**src/rtl/agen_pkg.sv**
```systemverilog
package agen_pkg;
    localparam int FLD_W = 14;

    typedef enum logic [1:0] {
        ST_IDLE,
        ST_RUN,
        ST_FINISH,
        ST_FAULT
    } agen_state_e;

    typedef enum logic [1:0] {
        MV_INC    = 2'd0,
        MV_DEC    = 2'd1,
        MV_STATIC = 2'd2,
        MV_BURST  = 2'd3
    } agen_mode_e;

    typedef struct packed {
        logic [1:0]       size;
        agen_mode_e       mode;
        logic [FLD_W-1:0] blk;
        logic [FLD_W-1:0] stride;
    } agen_cfg_t;
endpackage

```
**src/rtl/agen_walk.sv**
```systemverilog
module agen_walk
    import agen_pkg::*;
#(
    parameter int ADDR_W     = 32,
    parameter int BURST_LOG2 = 2
) (
    input  logic              clk,
    input  logic              rst_n,
    input  logic              load_i,
    input  logic [ADDR_W-1:0] start_addr_i,
    input  agen_cfg_t         cfg_i,
    input  logic              step_i,
    output logic [ADDR_W-1:0] addr_o,
    output logic [1:0]        size_o
);
    agen_cfg_t         cfg_q;
    logic [ADDR_W-1:0] cur_q;
    logic [FLD_W-1:0]  blk_cnt_q;

    logic [ADDR_W-1:0] beat_bytes;
    logic [ADDR_W-1:0] grp_mask;
    logic [ADDR_W-1:0] stride_ext;
    logic [ADDR_W-1:0] moved;
    logic [ADDR_W-1:0] next_addr;
    logic              blk_end;

    assign beat_bytes = ADDR_W'(1) << cfg_q.size;
    assign grp_mask   = (beat_bytes << BURST_LOG2) - ADDR_W'(1);
    assign stride_ext = ADDR_W'(cfg_q.stride);
    assign blk_end    = (cfg_q.blk != '0) && (blk_cnt_q == cfg_q.blk - FLD_W'(1));

    always_comb begin
        unique case (cfg_q.mode)
            MV_INC:    moved = cur_q + beat_bytes;
            MV_DEC:    moved = cur_q - beat_bytes;
            MV_STATIC: moved = cur_q;
            MV_BURST:  moved = (cur_q & ~grp_mask) | ((cur_q + beat_bytes) & grp_mask);
            default:   moved = cur_q;
        endcase
        if (!blk_end)
            next_addr = moved;
        else if (cfg_q.mode == MV_DEC)
            next_addr = moved - stride_ext;
        else
            next_addr = moved + stride_ext;
    end

    always_ff @(posedge clk) begin
        if (!rst_n) begin
            cfg_q     <= '0;
            cur_q     <= '0;
            blk_cnt_q <= '0;
        end else if (load_i) begin
            cfg_q     <= cfg_i;
            cur_q     <= start_addr_i;
            blk_cnt_q <= '0;
        end else if (step_i) begin
            cur_q <= next_addr;
            if (blk_end || cfg_q.blk == '0)
                blk_cnt_q <= '0;
            else
                blk_cnt_q <= blk_cnt_q + FLD_W'(1);
        end
    end

    assign addr_o = cur_q;
    assign size_o = cfg_q.size;

    // plain step upward inside a block
    a_r4_inc_step: assert property (@(posedge clk) disable iff (!rst_n)
        (step_i && !load_i && cfg_q.mode == MV_INC && !blk_end)
        |=> cur_q == $past(cur_q) + $past(beat_bytes));

    // static mode holds the address inside a block
    a_r6_static_hold: assert property (@(posedge clk) disable iff (!rst_n)
        (step_i && !load_i && cfg_q.mode == MV_STATIC && !blk_end) |=> $stable(cur_q));

    // burst stays inside its aligned group
    a_r7_burst_group: assert property (@(posedge clk) disable iff (!rst_n)
        (step_i && !load_i && cfg_q.mode == MV_BURST && !blk_end)
        |=> (cur_q & ~grp_mask) == ($past(cur_q) & ~$past(grp_mask)));
endmodule

```
**src/rtl/agen_ctrl.sv**
```systemverilog
module agen_ctrl
    import agen_pkg::*;
#(
    parameter int CNT_W = 22
) (
    input  logic             clk,
    input  logic             rst_n,
    input  logic             start_i,
    input  logic [CNT_W-1:0] count_i,
    input  logic [1:0]       size_new_i,
    input  logic [1:0]       size_run_i,
    input  logic             fire_i,
    output logic             load_o,
    output logic             valid_o,
    output logic             done_o,
    output logic             err_o
);
    agen_state_e      state_q, state_d;
    logic [CNT_W-1:0] rem_q;
    logic [CNT_W-1:0] new_bytes;
    logic [CNT_W-1:0] run_bytes;
    logic             partial;
    logic             last_beat;

    assign new_bytes = CNT_W'(1) << size_new_i;
    assign run_bytes = CNT_W'(1) << size_run_i;
    assign partial   = (count_i & (new_bytes - CNT_W'(1))) != '0;
    assign load_o    = start_i && (state_q != ST_RUN);
    assign last_beat = fire_i && (rem_q == run_bytes);

    always_comb begin
        state_d = state_q;
        unique case (state_q)
            ST_RUN: if (last_beat) state_d = ST_FINISH;
            ST_IDLE, ST_FINISH, ST_FAULT: begin
                if (load_o) begin
                    if (partial)              state_d = ST_FAULT;
                    else if (count_i == '0)   state_d = ST_FINISH;
                    else                      state_d = ST_RUN;
                end
            end
            default: state_d = ST_IDLE;
        endcase
    end

    always_ff @(posedge clk) begin
        if (!rst_n) begin
            state_q <= ST_IDLE;
            rem_q   <= '0;
        end else begin
            state_q <= state_d;
            if (load_o)
                rem_q <= count_i;
            else if (fire_i)
                rem_q <= rem_q - run_bytes;
        end
    end

    always_comb begin
        valid_o = (state_q == ST_RUN);
        done_o  = (state_q == ST_FINISH);
        err_o   = (state_q == ST_FAULT);
    end

    // done follows the exhausting beat
    a_r10_done_after_last: assert property (@(posedge clk) disable iff (!rst_n)
        last_beat |=> done_o && !valid_o);

    // partial count goes to fault with no beats
    a_r11_partial_fault: assert property (@(posedge clk) disable iff (!rst_n)
        (load_o && partial) |=> err_o && !valid_o);

    // running transfer keeps going until its last beat
    a_r12_run_kept: assert property (@(posedge clk) disable iff (!rst_n)
        (valid_o && !last_beat) |=> valid_o);
endmodule

```
**src/rtl/strided_agen.sv**
```systemverilog
module strided_agen
    import agen_pkg::*;
#(
    parameter int ADDR_W     = 32,
    parameter int CNT_W      = 22,
    parameter int BURST_LOG2 = 2
) (
    input  logic              clk,
    input  logic              rst_n,
    input  logic              start_i,
    input  logic [ADDR_W-1:0] start_addr_i,
    input  logic [31:0]       xfer_cfg_i,
    input  logic [CNT_W-1:0]  byte_count_i,
    input  logic              beat_ready_i,
    output logic              beat_valid_o,
    output logic [ADDR_W-1:0] beat_addr_o,
    output logic              done_o,
    output logic              err_o
);
    agen_cfg_t  cfg_in;
    logic       load;
    logic       fire;
    logic [1:0] size_run;

    assign cfg_in = agen_cfg_t'(xfer_cfg_i);
    assign fire   = beat_valid_o && beat_ready_i;

    agen_ctrl #(.CNT_W(CNT_W)) u_ctrl (
        .clk        (clk),
        .rst_n      (rst_n),
        .start_i    (start_i),
        .count_i    (byte_count_i),
        .size_new_i (cfg_in.size),
        .size_run_i (size_run),
        .fire_i     (fire),
        .load_o     (load),
        .valid_o    (beat_valid_o),
        .done_o     (done_o),
        .err_o      (err_o)
    );

    agen_walk #(.ADDR_W(ADDR_W), .BURST_LOG2(BURST_LOG2)) u_walk (
        .clk          (clk),
        .rst_n        (rst_n),
        .load_i       (load),
        .start_addr_i (start_addr_i),
        .cfg_i        (cfg_in),
        .step_i       (fire),
        .addr_o       (beat_addr_o),
        .size_o       (size_run)
    );

    // a stalled beat is held
    a_r9_stall_hold: assert property (@(posedge clk) disable iff (!rst_n)
        (beat_valid_o && !beat_ready_i) |=> beat_valid_o && $stable(beat_addr_o));

    // outputs are mutually exclusive
    a_r10_exclusive: assert property (@(posedge clk) disable iff (!rst_n)
        $onehot0({beat_valid_o, done_o, err_o}));
endmodule

```
**config.mk**
```make
export PLATFORM = sky130hd
export DESIGN_NAME = strided_agen
export DESIGN_NICKNAME = d
export VERILOG_FILES = /design/src/rtl/agen_pkg.sv /design/src/rtl/agen_walk.sv /design/src/rtl/agen_ctrl.sv /design/src/rtl/strided_agen.sv
export SDC_FILE = /design/constraint.sdc
export NUM_CORES = 1
export LEC_CHECK = 0
export BUFFER_PORTS_ARGS = -buffer_cell sky130_fd_sc_hd__clkbuf_2
export CAP_MARGIN = 20
export CORE_UTILIZATION = 45
export CTS_BUF_LIST = sky130_fd_sc_hd__clkbuf_2 sky130_fd_sc_hd__clkbuf_4 sky130_fd_sc_hd__clkbuf_8
export DETAILED_ROUTE_END_ITERATION = 16
export HOLD_SLACK_MARGIN = 0.15
export PLACE_DENSITY = 0.67
export SETUP_SLACK_MARGIN = 0.15
export SYNTH_ARGS = -nofsm -noshare
export SYNTH_HDL_FRONTEND = slang
export SYNTH_SLANG_ARGS = --single-unit
export TNS_END_PERCENT = 30
```
**constraint.sdc**
```tcl
create_clock -name clk -period 6.75 [get_ports clk]
set_input_delay 1.0125 -clock clk [delete_from_list [all_inputs] [get_ports clk]]
set_output_delay 1.0125 -clock clk [all_outputs]
set_load 0.02 [all_outputs]
```
After elaboration in Yosys (flattened, before gate mapping)

Index checks and enable logic that the tools add are counted.

Flip-flop bits (word level): 102
Latch bits: 0
Bits in writable memories: 0
ROM bits: 0
Input bits: 90
Output and inout bits: 35
Word-level logic and storage cells: 65
Memories: 0

Add/sub/neg operators: 9
Multipliers: 0
Div/mod/pow operators: 0
Order comparisons: 0
Equal/unequal tests: 11
Shifts and indexed selects: 3
Multiplexer cells: 13
Bitwise logic cells: 6
Reduce and logical (&&, ||, !) cells: 15

Operator list:

| kind                                               | number |
|---|---|
| 2-to-1 mux 32 bit                                  | 4 |
| one-hot mux 32 bit (4 select lines)                | 1 |
| AND 32 bit                                         | 2 |
| 2-to-1 mux 22 bit                                  | 2 |
| << shifter 1 x 2 -> 22 bit, first input constant   | 2 |
| adder 32 x 14 -> 32 bit                            | 1 |
| adder 32 bit                                       | 1 |
| NOT 32 bit                                         | 1 |
| OR 32 bit                                          | 1 |
| << shifter 1 x 2 -> 32 bit, first input constant   | 1 |
| subtractor 32 x 1 -> 32 bit, second input constant | 1 |
| subtractor 32 x 14 -> 32 bit                       | 1 |
| subtractor 32 bit                                  | 1 |
| AND 22 bit                                         | 1 |
| equality test 22 bit                               | 1 |
| logical NOT 22 bit                                 | 1 |
| nonzero test 22 bit                                | 1 |
| subtractor 22 x 1 -> 22 bit, second input constant | 1 |
| subtractor 22 bit                                  | 1 |
| adder 14 x 1 -> 14 bit, second input constant      | 1 |
| equality test 14 bit                               | 1 |
| logical NOT 14 bit                                 | 1 |
| 2-to-1 mux 14 bit                                  | 1 |
| nonzero test 14 bit                                | 1 |
| 15 further kinds                                   | 27 |

Logic depth before layout (Yosys ltp)

Word-level depth: 11
Gate-level depth with buffers: 20
Gate-level depth less buffers: 19

Modules after synthesis

Synthesis repeated with hierarchy kept, for this count alone.

Cell total of the unflattened synthesis: 1,165
Area, all modules: 8,767.2 um2

By module, submodules not included:

| module       | instances | cells an instance | area an instance (um2) | seq. area each (um2) |
|---|---|---|---|---|
| agen_walk    | 1         | 961               | 7,183.1                | 1,561.5 |
| agen_ctrl    | 1         | 203               | 1,577.8                | 480.5 |
| strided_agen | 1         | 1                 | 6.3                    | 0.0 |

Least setup slack after synthesis

OpenSTA, ideal clock, no wires.

Kind: register to register
From: register u_walk.cfg_q (netlist bit u_walk.size_o[1])
To: register u_walk.cur_q[31], in the netlist u_walk.addr_o[31]
Setup time: 62 ps
Arrival: 4,834 ps
Data required time: 6,688 ps
Setup slack: 1,854 ps
Cell stages (with the launch flop): 19
Path buffers: 1
Clock period less this slack: 4,896 ps
Path through: dfxtp_1 > nand2_1 > ha_1 > or4b_1 > or3_1 > clkbuf_1 > or4_1 > o21ai_0 > xor2_1 > ha_1 > and3_1 > and2_1 > a221o_1 > or3_1 > o22ai_1 > a21oi_1 > a311oi_1 > or4b_1 > nand3_1

Cells in the longest elaborated chain, start to end: 11
Elaborated cells between the ends (all ways): 15
Classes of those cells: add/sub: 5; shift: 1; mux: 5; bitwise: 4

RTL lines:

| item                                                                           | RTL line                         | source |
|---|---|---|
| from (decl)                                                                    | agen_walk.sv:16                  | `agen_cfg_t cfg_q;` |
| from (signal assigned)                                                         | agen_walk.sv:54                  | `cfg_q <= cfg_i;` |
| << shifter 1 x 2 -> 32 bit (*)                                                 | agen_walk.sv:27                  | `assign beat_bytes = ADDR_W'(1) << cfg_q.size;` |
| subtractor 32 x 1 -> 32 bit                                                    | agen_walk.sv:28                  | `assign grp_mask = (beat_bytes << BURST_LOG2) - ADDR_W'(1);` |
| NOT 32 bit                                                                     | agen_walk.sv:37                  | `MV_BURST: moved = (cur_q & ~grp_mask) \| ((cur_q + beat_bytes) & grp_mask);` |
| AND 32 bit                                                                     | agen_walk.sv:37                  |  |
| OR 32 bit                                                                      | agen_walk.sv:37                  |  |
| one-hot mux 32 bit (4 select lines) (*)                                        | agen_walk.sv:33                  | `unique case (cfg_q.mode)` |
| adder 32 x 14 -> 32 bit / subtractor 32 x 14 -> 32 bit (equally long branches) | agen_walk.sv:45, agen_walk.sv:43 |  |
| 2-to-1 mux 32 bit                                                              | agen_walk.sv:42                  | `else if (cfg_q.mode == MV_DEC)` |
| 2-to-1 mux 32 bit (*)                                                          | agen_walk.sv:40                  | `if (!blk_end)` |
| 2-to-1 mux 32 bit (*)                                                          | agen_walk.sv:57                  | `end else if (step_i) begin` |
| 2-to-1 mux 32 bit (*)                                                          | agen_walk.sv:53                  | `end else if (load_i) begin` |
| to (signal assigned)                                                           | agen_walk.sv:55                  | `cur_q <= start_addr_i;` |
| to (signal assigned)                                                           | agen_walk.sv:58                  | `cur_q <= next_addr;` |
| to (decl)                                                                      | agen_walk.sv:17                  | `logic [ADDR_W-1:0] cur_q;` |

Every way passes the cells marked *; elsewhere a longest branch is shown, timed or not. The select of a mux whose other input is x is not followed.
A chain may end at the register's enable or synchronous reset.

Worst setup path in the final report

Same ends and word-level chain as after synthesis.

==> summary.md <==
| Metric | Value |
|---|---|
| Final nets | 1408 |
| Min Tclk post-route | 5.71 ns |
| Die area | 20100 um^2 |
| Input/output buffers | ~120 |
| Worst-case vdd ir drop | 0.000104 V |
| Reg power frac | 0.367 |
| Main combinational cell family by area after synthesis | simple AND/OR/NAND/NOR gates |
| Core box area | 19000 um^2 |
| Final setup vio count | 0 |
| Final setup margin | 1.04 ns |
| Synth warn | 0 |
| Row count | 50 |
| Worst Hold Margin | a little under 0.5 ns |
| TritonCTS clock tree | built |
| Initial core utilization | 0.464 |
| Slew margin rel. | 0.290 |
| Max Clock Freq | 175 MHz |
| Fill count | between 1500 and 2000 |
| Hold WC Path Type | register to register |
| Latest clock arrival within the worst-skew pair | approximately 0.40 ns |
| Synthesized instance count | 1191 |
| Flops & latches, synth | a little over 100 |
| Layout cells sized above 1 | 0.134 |
| R2R cell count | 17 |
| Adder-cell share of the synthesized area | 0.0740 |
| Synth Flop Type | dfxtp_1 |
| First-pass GRT wire length | 43600 um |
| Initial antenna violation count | 1 |
| Number of synthesized flops with an enable pin | 0 |
| Hold-fix buffers, CTS | 0 |
| Synth Area in Compound Gates | 0.271 |
| Switching power share of the total | 0.406 |
| Most frequent cells in the layout | 167 x nand2_1, 124 x clkbuf_2, 102 x dfxtp_1, 90 x nor2_1, 69 x o21ai_0 |
| Cell-internal power | 0.00115 W |
| Comb pwr share | 0.414 |
| Post-CTS sizing | 0 |
| Async SR Flop Fraction | 0 |
| FF-to-FF setup slack | approximately 1.0 ns |
| Unique masters post-synth | 72 |
| Pin count of the biggest net entering global routing | 45 |
| Synth Area in Simple Gates | 0.277 |
| Startpoint types | register |
| Total Routing Usage GR | 0.273 |
| Crit Path Category | register to register |
| TritonRoute pass-1 iters | 7 |
| Gr ovfl total | 0 |
| Vias | ~9100 |
| Hold Crit Depth | 2 |
| CP max FO | 9 |
| Crit end category | register |
| Power share of the clock group | 0.220 |
| Unrepaired setup endpoints after global routing | false |
| R2R Path End | u_walk.addr_o[31]$_SDFFE_PN0P_ |
| Outcome | finished, final reports clean |
| Setup TNS | 0 ns |
| Worst-margin pin slew | 1.07 ns |
| CTS Buf Count | 9 |
| Reg clk slew, reported paths | 0.12 ns |
| Switch Pwr | 0.000786 W |
| R2R Path Start | u_walk.size_o[1]$_SDFFE_PN0P_ |
| Dpl ws | 1.27 ns |
| Total Wirelength | ~27000 um |
| Final Cell Area | a little under 10000 um^2 |
| Residual DRC | 0 |
| Routed len/inst | between 15 and 20 um |
| Clock Path Buffers | 2 |
| Syn_area_per_cell | between 7 and 8 um^2 |
| Hold Path End | u_ctrl.rem_q[11]$_SDFFE_PN0P_ |
| Crit path DAT | 6.04 ns |
| PwrDens | 199 nW/um^2 |
| Most common cell after layout, fill and taps aside | nand2_1 |
| Routed Antenna Nets | 0 |
| Mux contribution to synthesized area | 0.00953 |
| Xor-xnor portion of the synthesized cell area | 0.0933 |
| Chip width | about 140 um |
| Fin crit share | 0.845 |
| Leakage | 4.23 nW |
| Clk sinks | 102 |
| Ant diodes | 0 |
| P&R area growth vs syn | 11.0% |
| Root buffer cell | clkbuf_8 |
| I/O pin cnt | 125 |
| Hold path start | u_ctrl.rem_q[11]$_SDFFE_PN0P_ |
| Placer congestion estimate | 0.951 |
| CTS H-Tree Depth | 3 |
| Register area share after synthesis | 0.232 |
| Post-Route Skew | ~0.015 ns |
| Final hold vios | 0 |
| Max cap viols | 0 |
| Slew Limit Fails | 0 |
| Dpl hpwl | 20300 um |
| Die H | 142 um |
| Synthesized Nets | ~1300 |
| Initial DRC count | 791 |
| Vias per Instance | 5.91 |
| Final Util | 0.515 |
| Post-CTS Setup Bufs | 0 |
| Synthesized area | a little under 9000 um^2 |
| Placed instance area | between 9000 and 10000 um^2 |
| CP required | 7.08 ns |
| Vias in the first global route | 8303 |
cells in the mapped netlist (6+ instances only):
cell / count / area share
o311ai_0: 10 / 0.010
dfxtp_1: 102 / 0.23
nor4_1: 23 / 0.016
and3_1: 31 / 0.022
nor2_1: 90 / 0.038
a21boi_0: 47 / 0.040
or4_1: 8 / 0.0068
nand3_1: 24 / 0.014
nor2b_1: 26 / 0.018
o21a_1: 8 / 0.0068
or3_1: 10 / 0.0071
a32oi_1: 8 / 0.0080
o21ai_0: 69 / 0.039
a22oi_1: 23 / 0.020
and4_1: 6 / 0.0060
nor3_1: 34 / 0.019
a21o_1: 31 / 0.026
and2_1: 15 / 0.011
xor2_1: 39 / 0.039
a21oi_1: 61 / 0.035
nand2b_1: 17 / 0.012
nand2_1: 167 / 0.071
nand4_1: 14 / 0.010
a31oi_1: 21 / 0.015
inv_1: 27 / 0.012
xnor2_1: 52 / 0.052
clkbuf_1: 56 / 0.024
o211ai_1: 6 / 0.0051
buf_2: 6 / 0.0034
ha_1: 48 / 0.068
worst max-delay path: stages (launching register included):
cell and delay, ns:
dfxtp_1 0.46, nand2_1 0.15, ha_1 0.22, or4b_1 0.51, or3_1 0.43, nor4_1 0.75, a22oi_1 0.22, xnor2_1 0.26
ha_1 0.31, and3_1 0.23, and2_1 0.17, a221o_1 0.36, or3_1 0.35, o22ai_1 0.26, a21oi_1 0.11, a311oi_1 0.27
or4b_1 0.47, nand3_1 0.10
how the worst max path moves through the flow:
| stage | from | endpoint | slack (ns) | depth (start not counted) |
|---|---|---|---|---|
| finish | u_walk.size_o[1]$_SDFFE_PN0P_ | u_walk.addr_o[31]$_SDFFE_PN0P_ | 1.04 | 17 |
| detailed placement | u_walk.size_o[1]$_SDFFE_PN0P_ | u_walk.addr_o[31]$_SDFFE_PN0P_ | 1.27 | 17 |
| global placement | u_walk.size_o[1]$_SDFFE_PN0P_ | u_walk.addr_o[31]$_SDFFE_PN0P_ | 1.41 | 17 |
| floorplan | u_walk.size_o[1]$_SDFFE_PN0P_ | u_walk.addr_o[31]$_SDFFE_PN0P_ | 1.85 | 18 |
| CTS | u_walk.size_o[1]$_SDFFE_PN0P_ | u_walk.addr_o[31]$_SDFFE_PN0P_ | 1.21 | 17 |
| global route | u_walk.size_o[1]$_SDFFE_PN0P_ | u_walk.addr_o[31]$_SDFFE_PN0P_ | 0.81 | 17 |
metal layers:
| metal | track usage | part of all wire | vias up |
|---|---|---|---|
| li1 | - | - | 4510 |
| met1 | 0.381 | 0.48 | 4222 |
| met2 | 0.447 | 0.45 | 284 |
| met3 | 0.0334 | 0.052 | 33 |
| met4 | 0.0645 | 0.016 | 2 |
| met5 | 0 | 0.00048 | - |
stage by stage:
stage,std cells,total power (W)
after global placement,1517,0.00151
after global routing,1532,0.00207
after floorplan,1191,0.00130
after detailed placement,1517,0.00151
after CTS,1532,0.00194
final,1532,0.00194
power by group through the flow:
stage | Clock, W | Sequential (W) | Combinational [W]
2_1_floorplan | 0 | 0.000707 | 0.000595
3_3_place_gp | 0 | 0.000721 | 0.000786
3_5_place_dp | 0 | 0.000722 | 0.000789
4_1_cts | 0.000439 | 0.000708 | 0.000794
5_1_grt | 0.000460 | 0.000718 | 0.000889
6_report | 0.000426 | 0.000711 | 0.000802
state kept, by name, indices dropped and copies added (netlist names):
register          flops
u_walk.cfg_q         30
u_walk.addr_o        32
u_walk.blk_cnt_q     14
u_walk.size_o         2
u_ctrl.state_q        2
u_ctrl.rem_q         22
logic make-up after synthesis:
logic type / Yosys count
buffers and inverters: 96
AOI/OAI and AO/OA: 353
xor gates and xnor gates: 92
DFF: 102
muxes: 8
and+or+nand+nor: 489
adders and majority gates: 51
cell type report:
| cell class | count | area [um^2] | area share |
|---|---|---|---|
| Multi-Input combinational cell | 993 | 6390 | 0.655 |
| Sequential cell | 102 | 2040 | 0.209 |
| Timing Repair Buffer | 134 | 696 | 0.0713 |
| Tap cell | 260 | 325 | 0.0333 |
| Clock buffer | 10 | 138 | 0.0141 |
| Inverter | 28 | 105 | 0.0108 |
| Clock inverter | 5 | 65.1 | 0.00667 |
Note: power is estimated with default switching activity, not from simulation.
